[config.mk]
export PLATFORM = sky130hd
export DESIGN_NAME = sdram_apwr_seq
export DESIGN_NICKNAME = d
export VERILOG_FILES = /design/src/rtl/sdram_apwr_pkg.sv /design/src/rtl/sdram_apwr_phase.sv /design/src/rtl/sdram_apwr_burst.sv /design/src/rtl/sdram_apwr_pins.sv /design/src/rtl/sdram_apwr_seq.sv
export SDC_FILE = /design/constraint.sdc
export NUM_CORES = 1
export LEC_CHECK = 0
export ABC_AREA = 1
export ABC_CLOCK_PERIOD_IN_PS = 3120
export CAP_MARGIN = 20
export CORE_UTILIZATION = 55
export CTS_BUF_LIST = sky130_fd_sc_hd__clkbuf_8
export CTS_CLUSTER_DIAMETER = 120
export DETAILED_ROUTE_END_ITERATION = 8
export PLACE_DENSITY = 0.91
export REMOVE_ABC_BUFFERS = 1
export SETUP_SLACK_MARGIN = 0.5
export SYNTH_ARGS = -nofsm -noshare
export SYNTH_HDL_FRONTEND = slang
export SYNTH_HIERARCHICAL = 1
export SYNTH_SLANG_ARGS = --single-unit
[constraint.sdc]
create_clock -name clk -period 3.12 [get_ports clk]
set_input_delay 0.624 -clock clk [delete_from_list [all_inputs] [get_ports clk]]
set_output_delay 0.624 -clock clk [all_outputs]
set_load 0.05 [all_outputs]
[src/rtl/sdram_apwr_pkg.sv]
package sdram_apwr_pkg;

    // command pin code {cs_n, ras_n, cas_n, we_n}
    typedef enum logic [3:0] {
        CMD_NOP   = 4'b0111,
        CMD_ACT   = 4'b0011,
        CMD_WRITE = 4'b0100
    } sd_cmd_e;

    typedef enum logic {
        PH_IDLE = 1'b0,
        PH_RUN  = 1'b1
    } ph_state_e;

    // clocks needed to cover t_ps, rounded up
    function automatic int unsigned cyc_of(input int unsigned t_ps, input int unsigned tck_ps);
        return (t_ps + tck_ps - 1) / tck_ps;
    endfunction

    function automatic int unsigned at_least_one(input int unsigned v);
        return (v == 0) ? 1 : v;
    endfunction

    function automatic int unsigned max3(input int unsigned a, input int unsigned b,
                                         input int unsigned c);
        int unsigned m;
        m = (a > b) ? a : b;
        return (m > c) ? m : c;
    endfunction

endpackage

[src/rtl/sdram_apwr_phase.sv]
module sdram_apwr_phase
    import sdram_apwr_pkg::*;
#(
    parameter int unsigned RCD_CYC   = 3,
    parameter int unsigned BURST_LEN = 4,
    parameter int unsigned GAP_CYC   = 11,
    parameter int unsigned PH_W      = 4,
    parameter int unsigned IDX_W     = 2
) (
    input  logic             clk,
    input  logic             rst_n,
    input  logic             start_i,
    output logic             idle_o,
    output logic             act_nxt_o,
    output logic             wr_nxt_o,
    output logic             beat_nxt_o,
    output logic [IDX_W-1:0] beat_idx_nxt_o
);

    localparam logic [PH_W-1:0] RCD_PH  = PH_W'(RCD_CYC);
    localparam logic [PH_W-1:0] BEND_PH = PH_W'(RCD_CYC + BURST_LEN);
    localparam logic [PH_W-1:0] LAST_PH = PH_W'(GAP_CYC - 2);

    typedef struct packed {
        ph_state_e       st;
        logic [PH_W-1:0] ph;
    } ctl_t;

    ctl_t ctl_d, ctl_q;
    logic run_d;

    always_comb begin
        ctl_d = ctl_q;
        unique case (ctl_q.st)
            PH_IDLE: begin
                if (start_i) begin
                    ctl_d.st = PH_RUN;
                    ctl_d.ph = '0;
                end
            end
            PH_RUN: begin
                if (ctl_q.ph == LAST_PH) begin
                    ctl_d.st = PH_IDLE;
                    ctl_d.ph = '0;
                end else begin
                    ctl_d.ph = ctl_q.ph + 1'b1;
                end
            end
            default: ctl_d = '{st: PH_IDLE, ph: '0};
        endcase

        run_d          = (ctl_d.st == PH_RUN);
        act_nxt_o      = run_d && (ctl_d.ph == '0);
        wr_nxt_o       = run_d && (ctl_d.ph == RCD_PH);
        beat_nxt_o     = run_d && (ctl_d.ph >= RCD_PH) && (ctl_d.ph < BEND_PH);
        beat_idx_nxt_o = IDX_W'(ctl_d.ph - RCD_PH);
    end

    always_ff @(posedge clk) begin
        if (!rst_n) begin
            ctl_q <= '{st: PH_IDLE, ph: '0};
        end else begin
            ctl_q <= ctl_d;
        end
    end

    assign idle_o = (ctl_q.st == PH_IDLE);

endmodule

[src/rtl/sdram_apwr_burst.sv]
module sdram_apwr_burst #(
    parameter int unsigned DQ_W      = 32,
    parameter int unsigned BURST_LEN = 4,
    parameter int unsigned BA_W      = 2,
    parameter int unsigned COL_W     = 8,
    parameter int unsigned IDX_W     = 2
) (
    input  logic                       clk,
    input  logic                       rst_n,
    input  logic                       load_i,
    input  logic [BA_W-1:0]            bank_i,
    input  logic [COL_W-1:0]           col_i,
    input  logic [BURST_LEN*DQ_W-1:0]  data_i,
    input  logic [IDX_W-1:0]           idx_i,
    output logic [BA_W-1:0]            bank_o,
    output logic [COL_W-1:0]           col_o,
    output logic [DQ_W-1:0]            word_o
);

    typedef struct packed {
        logic [BA_W-1:0]           bank;
        logic [COL_W-1:0]          col;
        logic [BURST_LEN*DQ_W-1:0] data;
    } hold_t;

    hold_t hold_d, hold_q;
    logic [DQ_W-1:0] words [BURST_LEN];

    always_comb begin
        hold_d = hold_q;
        if (load_i) begin
            hold_d.bank = bank_i;
            hold_d.col  = col_i;
            hold_d.data = data_i;
        end
    end

    always_ff @(posedge clk) begin
        if (!rst_n) begin
            hold_q <= '0;
        end else begin
            hold_q <= hold_d;
        end
    end

    for (genvar g = 0; g < BURST_LEN; g++) begin : g_word
        assign words[g] = hold_q.data[g*DQ_W +: DQ_W];
    end

    assign bank_o = hold_q.bank;
    assign col_o  = hold_q.col;
    assign word_o = words[idx_i];

endmodule

[src/rtl/sdram_apwr_pins.sv]
module sdram_apwr_pins
    import sdram_apwr_pkg::*;
#(
    parameter int unsigned DQ_W   = 32,
    parameter int unsigned BA_W   = 2,
    parameter int unsigned ROW_W  = 12,
    parameter int unsigned COL_W  = 8,
    parameter int unsigned ADDR_W = 12,
    parameter int unsigned AP_BIT = 10,
    parameter int unsigned DQM_W  = 4
) (
    input  logic              clk,
    input  logic              rst_n,
    input  logic              act_i,
    input  logic              wr_i,
    input  logic              beat_i,
    input  logic [BA_W-1:0]   act_bank_i,
    input  logic [ROW_W-1:0]  act_row_i,
    input  logic [BA_W-1:0]   wr_bank_i,
    input  logic [COL_W-1:0]  wr_col_i,
    input  logic [DQ_W-1:0]   word_i,
    output logic [3:0]        cmd_o,
    output logic [BA_W-1:0]   ba_o,
    output logic [ADDR_W-1:0] addr_o,
    output logic [DQ_W-1:0]   dq_o,
    output logic              dq_oe_o,
    output logic [DQM_W-1:0]  dqm_o
);

    typedef struct packed {
        logic [3:0]        cmd;
        logic [BA_W-1:0]   ba;
        logic [ADDR_W-1:0] addr;
        logic [DQ_W-1:0]   dq;
        logic              oe;
        logic [DQM_W-1:0]  dqm;
    } pin_t;

    localparam pin_t PIN_REST = '{cmd: CMD_NOP, ba: '0, addr: '0, dq: '0, oe: 1'b0, dqm: '1};

    pin_t pin_d, pin_q;

    always_comb begin
        pin_d = PIN_REST;
        if (act_i) begin
            pin_d.cmd  = CMD_ACT;
            pin_d.ba   = act_bank_i;
            pin_d.addr = ADDR_W'(act_row_i);
        end else if (wr_i) begin
            pin_d.cmd                = CMD_WRITE;
            pin_d.ba                 = wr_bank_i;
            pin_d.addr[COL_W-1:0]    = wr_col_i;
            pin_d.addr[AP_BIT]       = 1'b1;
        end
        if (beat_i) begin
            pin_d.oe  = 1'b1;
            pin_d.dq  = word_i;
            pin_d.dqm = '0;
        end
    end

    always_ff @(posedge clk) begin
        if (!rst_n) begin
            pin_q <= PIN_REST;
        end else begin
            pin_q <= pin_d;
        end
    end

    assign cmd_o   = pin_q.cmd;
    assign ba_o    = pin_q.ba;
    assign addr_o  = pin_q.addr;
    assign dq_o    = pin_q.dq;
    assign dq_oe_o = pin_q.oe;
    assign dqm_o   = pin_q.dqm;

endmodule

[src/rtl/sdram_apwr_seq.sv]
module sdram_apwr_seq
    import sdram_apwr_pkg::*;
#(
    parameter int unsigned TCK_PS       = 6000,
    parameter int unsigned TRCD_PS      = 18000,
    parameter int unsigned TWR_EXTRA_PS = 6000,
    parameter int unsigned TRP_PS       = 18000,
    parameter int unsigned TRC_PS       = 60000,
    parameter int unsigned TRAS_PS      = 42000,
    parameter int unsigned BURST_LEN    = 4,
    parameter int unsigned DQ_W         = 32,
    parameter int unsigned BA_W         = 2,
    parameter int unsigned ROW_W        = 12,
    parameter int unsigned COL_W        = 8,
    parameter int unsigned ADDR_W       = 12,
    parameter int unsigned AP_BIT       = 10
) (
    input  logic                      clk,
    input  logic                      rst_n,
    input  logic                      req_valid_i,
    output logic                      req_ready_o,
    input  logic [BA_W-1:0]           req_bank_i,
    input  logic [ROW_W-1:0]          req_row_i,
    input  logic [COL_W-1:0]          req_col_i,
    input  logic [BURST_LEN*DQ_W-1:0] req_data_i,
    output logic                      sd_cke_o,
    output logic                      sd_cs_n_o,
    output logic                      sd_ras_n_o,
    output logic                      sd_cas_n_o,
    output logic                      sd_we_n_o,
    output logic [BA_W-1:0]           sd_ba_o,
    output logic [ADDR_W-1:0]         sd_addr_o,
    output logic [DQ_W-1:0]           sd_dq_o,
    output logic                      sd_dq_oe_o,
    output logic [DQ_W/8-1:0]         sd_dqm_o
);

    localparam int unsigned RCD_CYC = at_least_one(cyc_of(TRCD_PS, TCK_PS));
    localparam int unsigned WR_CYC  = 1 + cyc_of(TWR_EXTRA_PS, TCK_PS);
    localparam int unsigned RP_CYC  = at_least_one(cyc_of(TRP_PS, TCK_PS));
    localparam int unsigned RC_CYC  = cyc_of(TRC_PS, TCK_PS);
    localparam int unsigned RAS_CYC = cyc_of(TRAS_PS, TCK_PS);
    localparam int unsigned GAP_CYC = max3(RCD_CYC + BURST_LEN - 1 + WR_CYC + RP_CYC,
                                           RAS_CYC + RP_CYC, RC_CYC);
    localparam int unsigned PH_W    = $clog2(GAP_CYC + 1);
    localparam int unsigned IDX_W   = (BURST_LEN > 1) ? $clog2(BURST_LEN) : 1;
    localparam int unsigned DQM_W   = DQ_W / 8;

    logic             idle, start;
    logic             act_nxt, wr_nxt, beat_nxt;
    logic [IDX_W-1:0] beat_idx;
    logic [BA_W-1:0]  held_bank;
    logic [COL_W-1:0] held_col;
    logic [DQ_W-1:0]  beat_word;
    logic [3:0]       cmd;

    assign start       = req_valid_i & idle;
    assign req_ready_o = idle;
    assign sd_cke_o    = 1'b1;

    sdram_apwr_phase #(
        .RCD_CYC   (RCD_CYC),
        .BURST_LEN (BURST_LEN),
        .GAP_CYC   (GAP_CYC),
        .PH_W      (PH_W),
        .IDX_W     (IDX_W)
    ) u_phase (
        .clk            (clk),
        .rst_n          (rst_n),
        .start_i        (start),
        .idle_o         (idle),
        .act_nxt_o      (act_nxt),
        .wr_nxt_o       (wr_nxt),
        .beat_nxt_o     (beat_nxt),
        .beat_idx_nxt_o (beat_idx)
    );

    sdram_apwr_burst #(
        .DQ_W      (DQ_W),
        .BURST_LEN (BURST_LEN),
        .BA_W      (BA_W),
        .COL_W     (COL_W),
        .IDX_W     (IDX_W)
    ) u_burst (
        .clk    (clk),
        .rst_n  (rst_n),
        .load_i (start),
        .bank_i (req_bank_i),
        .col_i  (req_col_i),
        .data_i (req_data_i),
        .idx_i  (beat_idx),
        .bank_o (held_bank),
        .col_o  (held_col),
        .word_o (beat_word)
    );

    sdram_apwr_pins #(
        .DQ_W   (DQ_W),
        .BA_W   (BA_W),
        .ROW_W  (ROW_W),
        .COL_W  (COL_W),
        .ADDR_W (ADDR_W),
        .AP_BIT (AP_BIT),
        .DQM_W  (DQM_W)
    ) u_pins (
        .clk        (clk),
        .rst_n      (rst_n),
        .act_i      (act_nxt),
        .wr_i       (wr_nxt),
        .beat_i     (beat_nxt),
        .act_bank_i (req_bank_i),
        .act_row_i  (req_row_i),
        .wr_bank_i  (held_bank),
        .wr_col_i   (held_col),
        .word_i     (beat_word),
        .cmd_o      (cmd),
        .ba_o       (sd_ba_o),
        .addr_o     (sd_addr_o),
        .dq_o       (sd_dq_o),
        .dq_oe_o    (sd_dq_oe_o),
        .dqm_o      (sd_dqm_o)
    );

    assign {sd_cs_n_o, sd_ras_n_o, sd_cas_n_o, sd_we_n_o} = cmd;

endmodule

==> results of run 1 <==
[cell type report]
cell class	count	share of cell area, %
Sequential cell	193	36.65
Multi-Input combinational cell	750	29.83
Timing Repair Buffer	226	21.22
Inverter	179	6.409
Clock buffer	20	2.611
Tap cell	184	2.184
Clock inverter	8	1.092
[cells by family (layout without fill, tap and decap cells)]
logic type,Yosys count,after routing
adders and majority gates,2,2
and+or+nand+nor,605,605
AOI/OAI and AO/OA,141,141
buffers and inverters,267,433
other,2,2
DFF,193,193
[sequential cells by signal, summed over array words and instances (netlist names)]
signal and flops:
u_burst/bank_o 2, u_phase/ctl_q 5, u_pins/addr_o 12, u_pins/dqm_o 1
u_pins/cmd_o 2, u_pins/ba_o 2, u_burst/col_o 8, u_pins/dq_oe_o 1
u_pins/dq_o 32, u_burst/hold_q 128
[worst register-to-register path, cell delays in order, from the launching register on]
cell and delay, ns:
dfxtp_1 0.41, inv_1 0.13, nand2_1 0.10, clkinv_2 0.06, nor2_1 0.26, o21ai_0 0.14, nand2_1 0.11, inv_1 0.06
ha_1 0.30, inv_1 0.08, buf_4 0.28, nand3_1 0.14, nand2_1 0.08, inv_1 0.04, nor2_1 0.08
[metal layers]
| metal | share of wire, % | track usage, % |
|---|---|---|
| met5 | 0 | 0 |
| met4 | 2.1 | 11.20 |
| met3 | 6.0 | 5.369 |
| met2 | 48 | 45.40 |
| met1 | 43 | 32.54 |
[worst min-delay path by stage]
stage	from	to	cells past startpoint
6_report	u_burst/bank_o[1]	u_pins/ba_o[1]	2
5_1_grt	u_burst/col_o[0]	u_pins/addr_o[0]	2
4_1_cts	u_burst/col_o[1]	u_pins/addr_o[1]	2
3_5_place_dp	u_burst/col_o[1]	u_pins/addr_o[1]	2
3_3_place_gp	u_burst/col_o[5]	u_pins/addr_o[5]	2
2_1_floorplan	u_burst/col_o[5]	u_pins/addr_o[5]	2
[cell usage in the layout, fill, tap and decap left out]
master / Yosys / routed
nand2_2: 3 / 3
clkinvlp_4: 0 / 1
clkdlybuf4s50_1: 0 / 206
nand2_1: 198 / 198
nor2_1: 321 / 321
inv_4: 1 / 1
conb_1: 2 / 2
nand3_1: 68 / 68
bufinv_16: 0 / 3
and2_2: 1 / 1
nand3_2: 1 / 1
inv_1: 175 / 175
nand4_1: 12 / 12
o21ai_0: 136 / 136
inv_2: 3 / 4
o21ai_1: 3 / 3
buf_4: 18 / 18
nor2_2: 1 / 1
a21oi_1: 2 / 2
dfxtp_1: 193 / 193
ha_1: 2 / 2
clkbuf_8: 0 / 20
clkinv_2: 0 / 3
buf_12: 0 / 2
[power breakdown]
group	total (mW)	internal, mW	switching [mW]	leakage (nW)
Sequential	2.70	2.63	0.0747	1.59
Clock	1.65	0.830	0.821	0.205
Combinational	1.09	0.449	0.637	3.11
==> results.json, run 1 <==
{
  "critical_path_depth": 2,
  "slew_viol_final": 0,
  "finalHoldViolCount": 0,
  "maxSlewHeadroom_pct": 56.45,
  "regArea_sq_um": 3864,
  "slowest_delay_ns": 0.82,
  "worstSetupPathType": "reg2out",
  "clockRootBuffer": "clkbuf_8",
  "final_util_pct": 72.26,
  "first_global_vias": 7317,
  "synth_ff_type": "dfxtp_1",
  "nets": 1522,
  "place_ws_ns": 0.3761,
  "hold_buffers": 0,
  "io_buffers": 207,
  "multi_input_area_sq_um": 3144,
  "yosys-top-cells-area": "dfxtp_1 47%, nor2_1 15%, nand2_1 9.0%",
  "worst_ep_arrival_time_ns": 1.81,
  "instances_no_fill": 1560,
  "cts_tree": "yes",
  "r2r-start": "u_phase/ctl_q[4]",
  "first_iter_violations": 587,
  "reg2reg_to": "u_pins/dq_o[3]",
  "power_mw": 5.440,
  "coreArea_sq_um": 14590,
  "worst_slack_ns": 0.6906,
  "htree_levels": 4,
  "crit_path_end": "req_ready_o",
  "ir_drop_uv": 256.7,
  "yosysMostFrequentCell": "nor2_1",
  "critPathLaunch": "u_phase/ctl_q[4]",
  "tns_ns": 0,
  "cp-start-kind": "flop",
  "crit_fanout": 5,
  "clk_pin_slew_ns": 0.09,
  "ys_warn_count": 6,
  "p_leak_nw": 4.905,
  "syn-cell-area_sq_um": 8230,
  "dp_hpwl_microns": 13310,
  "yosysTopAreaCell": "dfxtp_1",
  "cts_buffers": 17,
  "grt_pass1_wl_microns": 33570,
  "clock_path_buffers": 2,
  "drive_gt1_share_pct": 4.215,
  "cts_resized": 0,
  "rrSetupSlack_ns": 0.81,
  "antenna_cells": 0,
  "timing.hold.ws_ns": 0.4824,
  "fin_crit_ns": 2.429,
  "synth.top_cells.by_count": "321 x nor2_1, 198 x nand2_1, 193 x dfxtp_1",
  "synthCells": 1210,
  "ys_seq_area_share_pct": 46.94,
  "synth_area_per_cell_sq_um": 6.802,
  "synth_seq_cells": 193,
  "synth_xor_area_share_pct": 0,
  "grt-ovfl-total": 0,
  "rows": 44,
  "die_area_sq_um": 15460,
  "synthMuxAreaShare_pct": 0,
  "synth_compound_area_share_pct": 8.574,
  "die_x_microns": 124.3,
  "drtPass1Iterations": 5,
  "async_flop_share_pct": 0,
  "die-height_microns": 124.3,
  "clock_sinks": 193,
  "synth_top_family_by_area": "simple AND/OR/NAND/NOR gates",
  "post_cts_buffers": 0,
  "finalCritPeriodShare_pct": 77.87,
  "avgRoutedWirePerCell_microns": 13.00,
  "synth_top_area_share_pct": 46.94,
  "path_cells": "inv_1, clkdlybuf4s50_1",
  "dpl-instance-area_sq_um": 10150,
  "drt_wl_total_microns": 20280,
  "synth.distinct_cells": 23,
  "track_usage_pct": 26.61,
  "critPathCaptureType": "primary output",
  "maxCapViolations": 0,
  "path_buf_inv": 2,
  "design_area_sq_um": 10540,
  "synth-edff-count": 0,
  "gp_congestion": 0.8281,
  "fin_skew_ns": 0.01087,
  "nFillCells": 1118,
  "clock_latency_ns": 0.47,
  "required_ns": 2.50,
  "pwr_density_cell_nw_per_um2": 516.1,
  "synthAdderAreaFrac_pct": 0.3040,
  "worstRegToRegCells": 14,
  "drc_errors": 0,
  "initial_utilization_pct": 56.42,
  "synthSimpleGateAreaFrac_pct": 29.23,
  "pin_count": 210,
  "rsz0062_at_grt": "no",
  "setup_violations": 0,
  "dp.cells": 1532,
  "grt_max_degree": 76,
  "grt_antenna_before_repair": 0,
  "ant_nets": 0,
  "worst_path_max_delay_cell": "clkdlybuf4s50_1",
  "cpLargestDelayFamily": "buffers and inverters",
  "max_slew.worst_pin.slew_ns": 0.6533,
  "areaGrowthSynthToFinish_pct": 28.08,
  "status": "complete, no violations",
  "hold_path.class": "reg2reg",
  "max_freq_mhz": 411.6,
  "post_drt_via_cell_ratio": 4.995,
  "vias": 7792
}
Power figures use the tool's default switching activity.
==> run 2, diff against run 1 <==
Settings changed: ABC_CLOCK_PERIOD_IN_PS 3120 to 2550, CORE_UTILIZATION 55 to 51, PLACE_DENSITY 0.91 to 0.86.
Clock period 3.12 ns to 2.55 ns, I/O delays scaled along.
==> run 2 against run 1 <==
Count of clock-buffer cells in the layout shrank 1. Critical path depth is the same. Final cell count grew 2.8%. Cell area grew 1.6%. Worst setup slack lost 0.11 ns. Sequential power grew 23%. Non-clock buffer count grew 9. Power grew 21%. Clock power grew 12%. First-iteration DRC count shrank 23%. Global-route usage shrank 1.4 points. Highest routed layer unchanged.
==> results.json, run 2 (synthesis gave the netlist of run 1 again) <==
{
  "worst_ep_arrival_time_ns": 1.45,
  "cp-start-kind": "flop",
  "nets": 1531,
  "min_path_cells": 2,
  "first_iter_violations": 454,
  "highest_layer": "met4",
  "clockRootBuffer": "clkbuf_8",
  "pwr-share-seq_pct": 50.5,
  "final_cell_mix": "319 x nor2_1, 198 x nand2_1, 192 x dfxtp_1, 173 x inv_1, 151 x clkdlybuf4s50_1",
  "path_cells": "inv_2, dlygate4sd2_1",
  "slowest_delay_ns": 0.53,
  "ant_nets": 0,
  "instances_no_fill": 1604,
  "clkPwrFrac_pct": 28.1,
  "worstSetupPathType": "reg2out",
  "dpl-instance-area_sq_um": 10370,
  "pin_count": 210,
  "max_freq_mhz": 509.0,
  "place_ws_ns": 0.02099,
  "antenna_cells": 0,
  "wl_met2_microns": 9904,
  "dp_hpwl_microns": 13820,
  "drc_errors": 0,
  "p_leak_nw": 5.196,
  "post_drt_via_cell_ratio": 4.858,
  "die-height_microns": 129.0,
  "rows": 46,
  "finalHoldViolCount": 0,
  "reg2reg_to": "u_pins/dq_o[13]",
  "cts_tree": "yes",
  "vias": 7793,
  "rsz0062_at_grt": "no",
  "nFillCells": 1341,
  "initial_utilization_pct": 52.00,
  "areaGrowthSynthToFinish_pct": 30.08,
  "pwr_density_cell_nw_per_um2": 612.6,
  "largest_register_ffs": 128,
  "timing.hold.ws_ns": 0.4761,
  "route.met3.wl_microns": 1376,
  "coreArea_sq_um": 15830,
  "worst_slack_ns": 0.5854,
  "drtPass1Iterations": 5,
  "grt_max_degree": 67,
  "regArea_sq_um": 3867,
  "drt_wl_total_microns": 20600,
  "worst_path_max_delay_cell": "dlygate4sd2_1",
  "fin_crit_ns": 1.965,
  "p_sw_share_pct": 29.35,
  "cts_buffers": 17,
  "maxCapViolations": 0,
  "track_usage_pct": 25.25,
  "maxSlewHeadroom_pct": 62.06,
  "regMostFlops": "u_burst/hold_q",
  "drt-met1-wl_microns": 8922,
  "critPathCaptureType": "primary output",
  "htree_levels": 4,
  "grt-ovfl-total": 0,
  "design_area_sq_um": 10710,
  "gp_congestion": 0.8461,
  "power.internal_mw": 4.633,
  "finalCritPeriodShare_pct": 77.04,
  "required_ns": 2.04,
  "status": "complete, no violations",
  "grt_antenna_before_repair": 0,
  "grt_pass1_wl_microns": 33180,
  "rrSetupSlack_ns": 0.60,
  "p_sw_mw": 1.925,
  "worstRegToRegCells": 14,
  "crit_fanout": 5,
  "setup_violations": 0,
  "clock_latency_ns": 0.46,
  "r2r-start": "u_phase/ctl_q[4]",
  "clock_path_buffers": 2,
  "die_area_sq_um": 16650,
  "dp.cells": 1572,
  "final_common_cell": "nor2_1",
  "avgRoutedWirePerCell_microns": 12.84,
  "ir_drop_uv": 314.0,
  "comb_power_share_pct": 21.4,
  "fin_skew_ns": 0.01044,
  "die_x_microns": 129.0,
  "drive_gt1_share_pct": 5.476,
  "crit_path_end": "req_ready_o",
  "slew_viol_final": 0,
  "clock_sinks": 193,
  "critPathLaunch": "u_phase/ctl_q[4]",
  "clk_pin_slew_ns": 0.10,
  "hold_path.class": "reg2reg",
  "max_slew.worst_pin.slew_ns": 0.5691,
  "first_global_vias": 7219,
  "io_buffers": 207,
  "multi_input_area_sq_um": 3162
}
[run 2: cell count changes in the layout (fill, tap and decap cells not counted), sizes merged]
cell / change
inv: +2
clkdlybuf4s50: -55
buf: +8
dlygate4sd2: +55
clkinv: +4
bufinv: -2
[run 2: metal layers]
layer | up-vias | track usage [%]
li1 | 3960 | -
met1 | 3525 | 31.22
met2 | 278 | 43.21
met3 | 30 | 5.285
met4 | 0 | 9.689
met5 | - | 0
[run 2: per-stage QoR]
stage               utilization [%]  TNS [ns]  power, mW
finish                        67.64         0      6.559
global route                  67.64         0      6.922
CTS                           67.32         0      6.572
detailed placement            65.49         0      4.766
global placement              65.49         0      4.717
floorplan                         -   -276.91      4.121
[run 2: what timing repair did]
item                       4_1_cts  5_1_grt
setup endpoints to repair       87      131
hold buffers                     0        0
gates cloned                     0        1
setup buffers                    0        0
resized for setup               57        9
[run 2: layout make-up]
class	instances	area share, %
Sequential cell	193	36.12
Clock inverter	12	0.8882
Multi-Input combinational cell	750	29.53
Timing Repair Buffer	235	22.13
Clock buffer	19	2.442
Tap cell	216	2.524
Inverter	179	6.357
[run 2: power groups by stage]
stage / logic (mW) / registers [mW] / clock network, mW
6_report: 1.40 / 3.31 / 1.85
5_1_grt: 1.58 / 3.33 / 2.01
4_1_cts: 1.38 / 3.31 / 1.88
3_5_place_dp: 1.39 / 3.38 / 0
3_3_place_gp: 1.35 / 3.37 / 0
2_1_floorplan: 0.706 / 3.42 / 0
[run 2: worst min path at each step]
stage | startpoint | endpoint | slack, ns
after detailed placement | u_burst/col_o[5] | u_pins/addr_o[5] | 0.46
final | u_burst/col_o[5] | u_pins/addr_o[5] | 0.48
after CTS | u_burst/col_o[5] | u_pins/addr_o[5] | 0.47
after global routing | u_burst/bank_o[1] | u_pins/ba_o[1] | 0.49
after floorplan | u_burst/col_o[5] | u_pins/addr_o[5] | 0.45
after global placement | u_burst/col_o[5] | u_pins/addr_o[5] | 0.46
[run 2: worst max-delay path, delay by kind of cell, from the launching register on]
kind / cells / cell delay, ns
buf+inv: 2 / 0.62
flops: 1 / 0.37
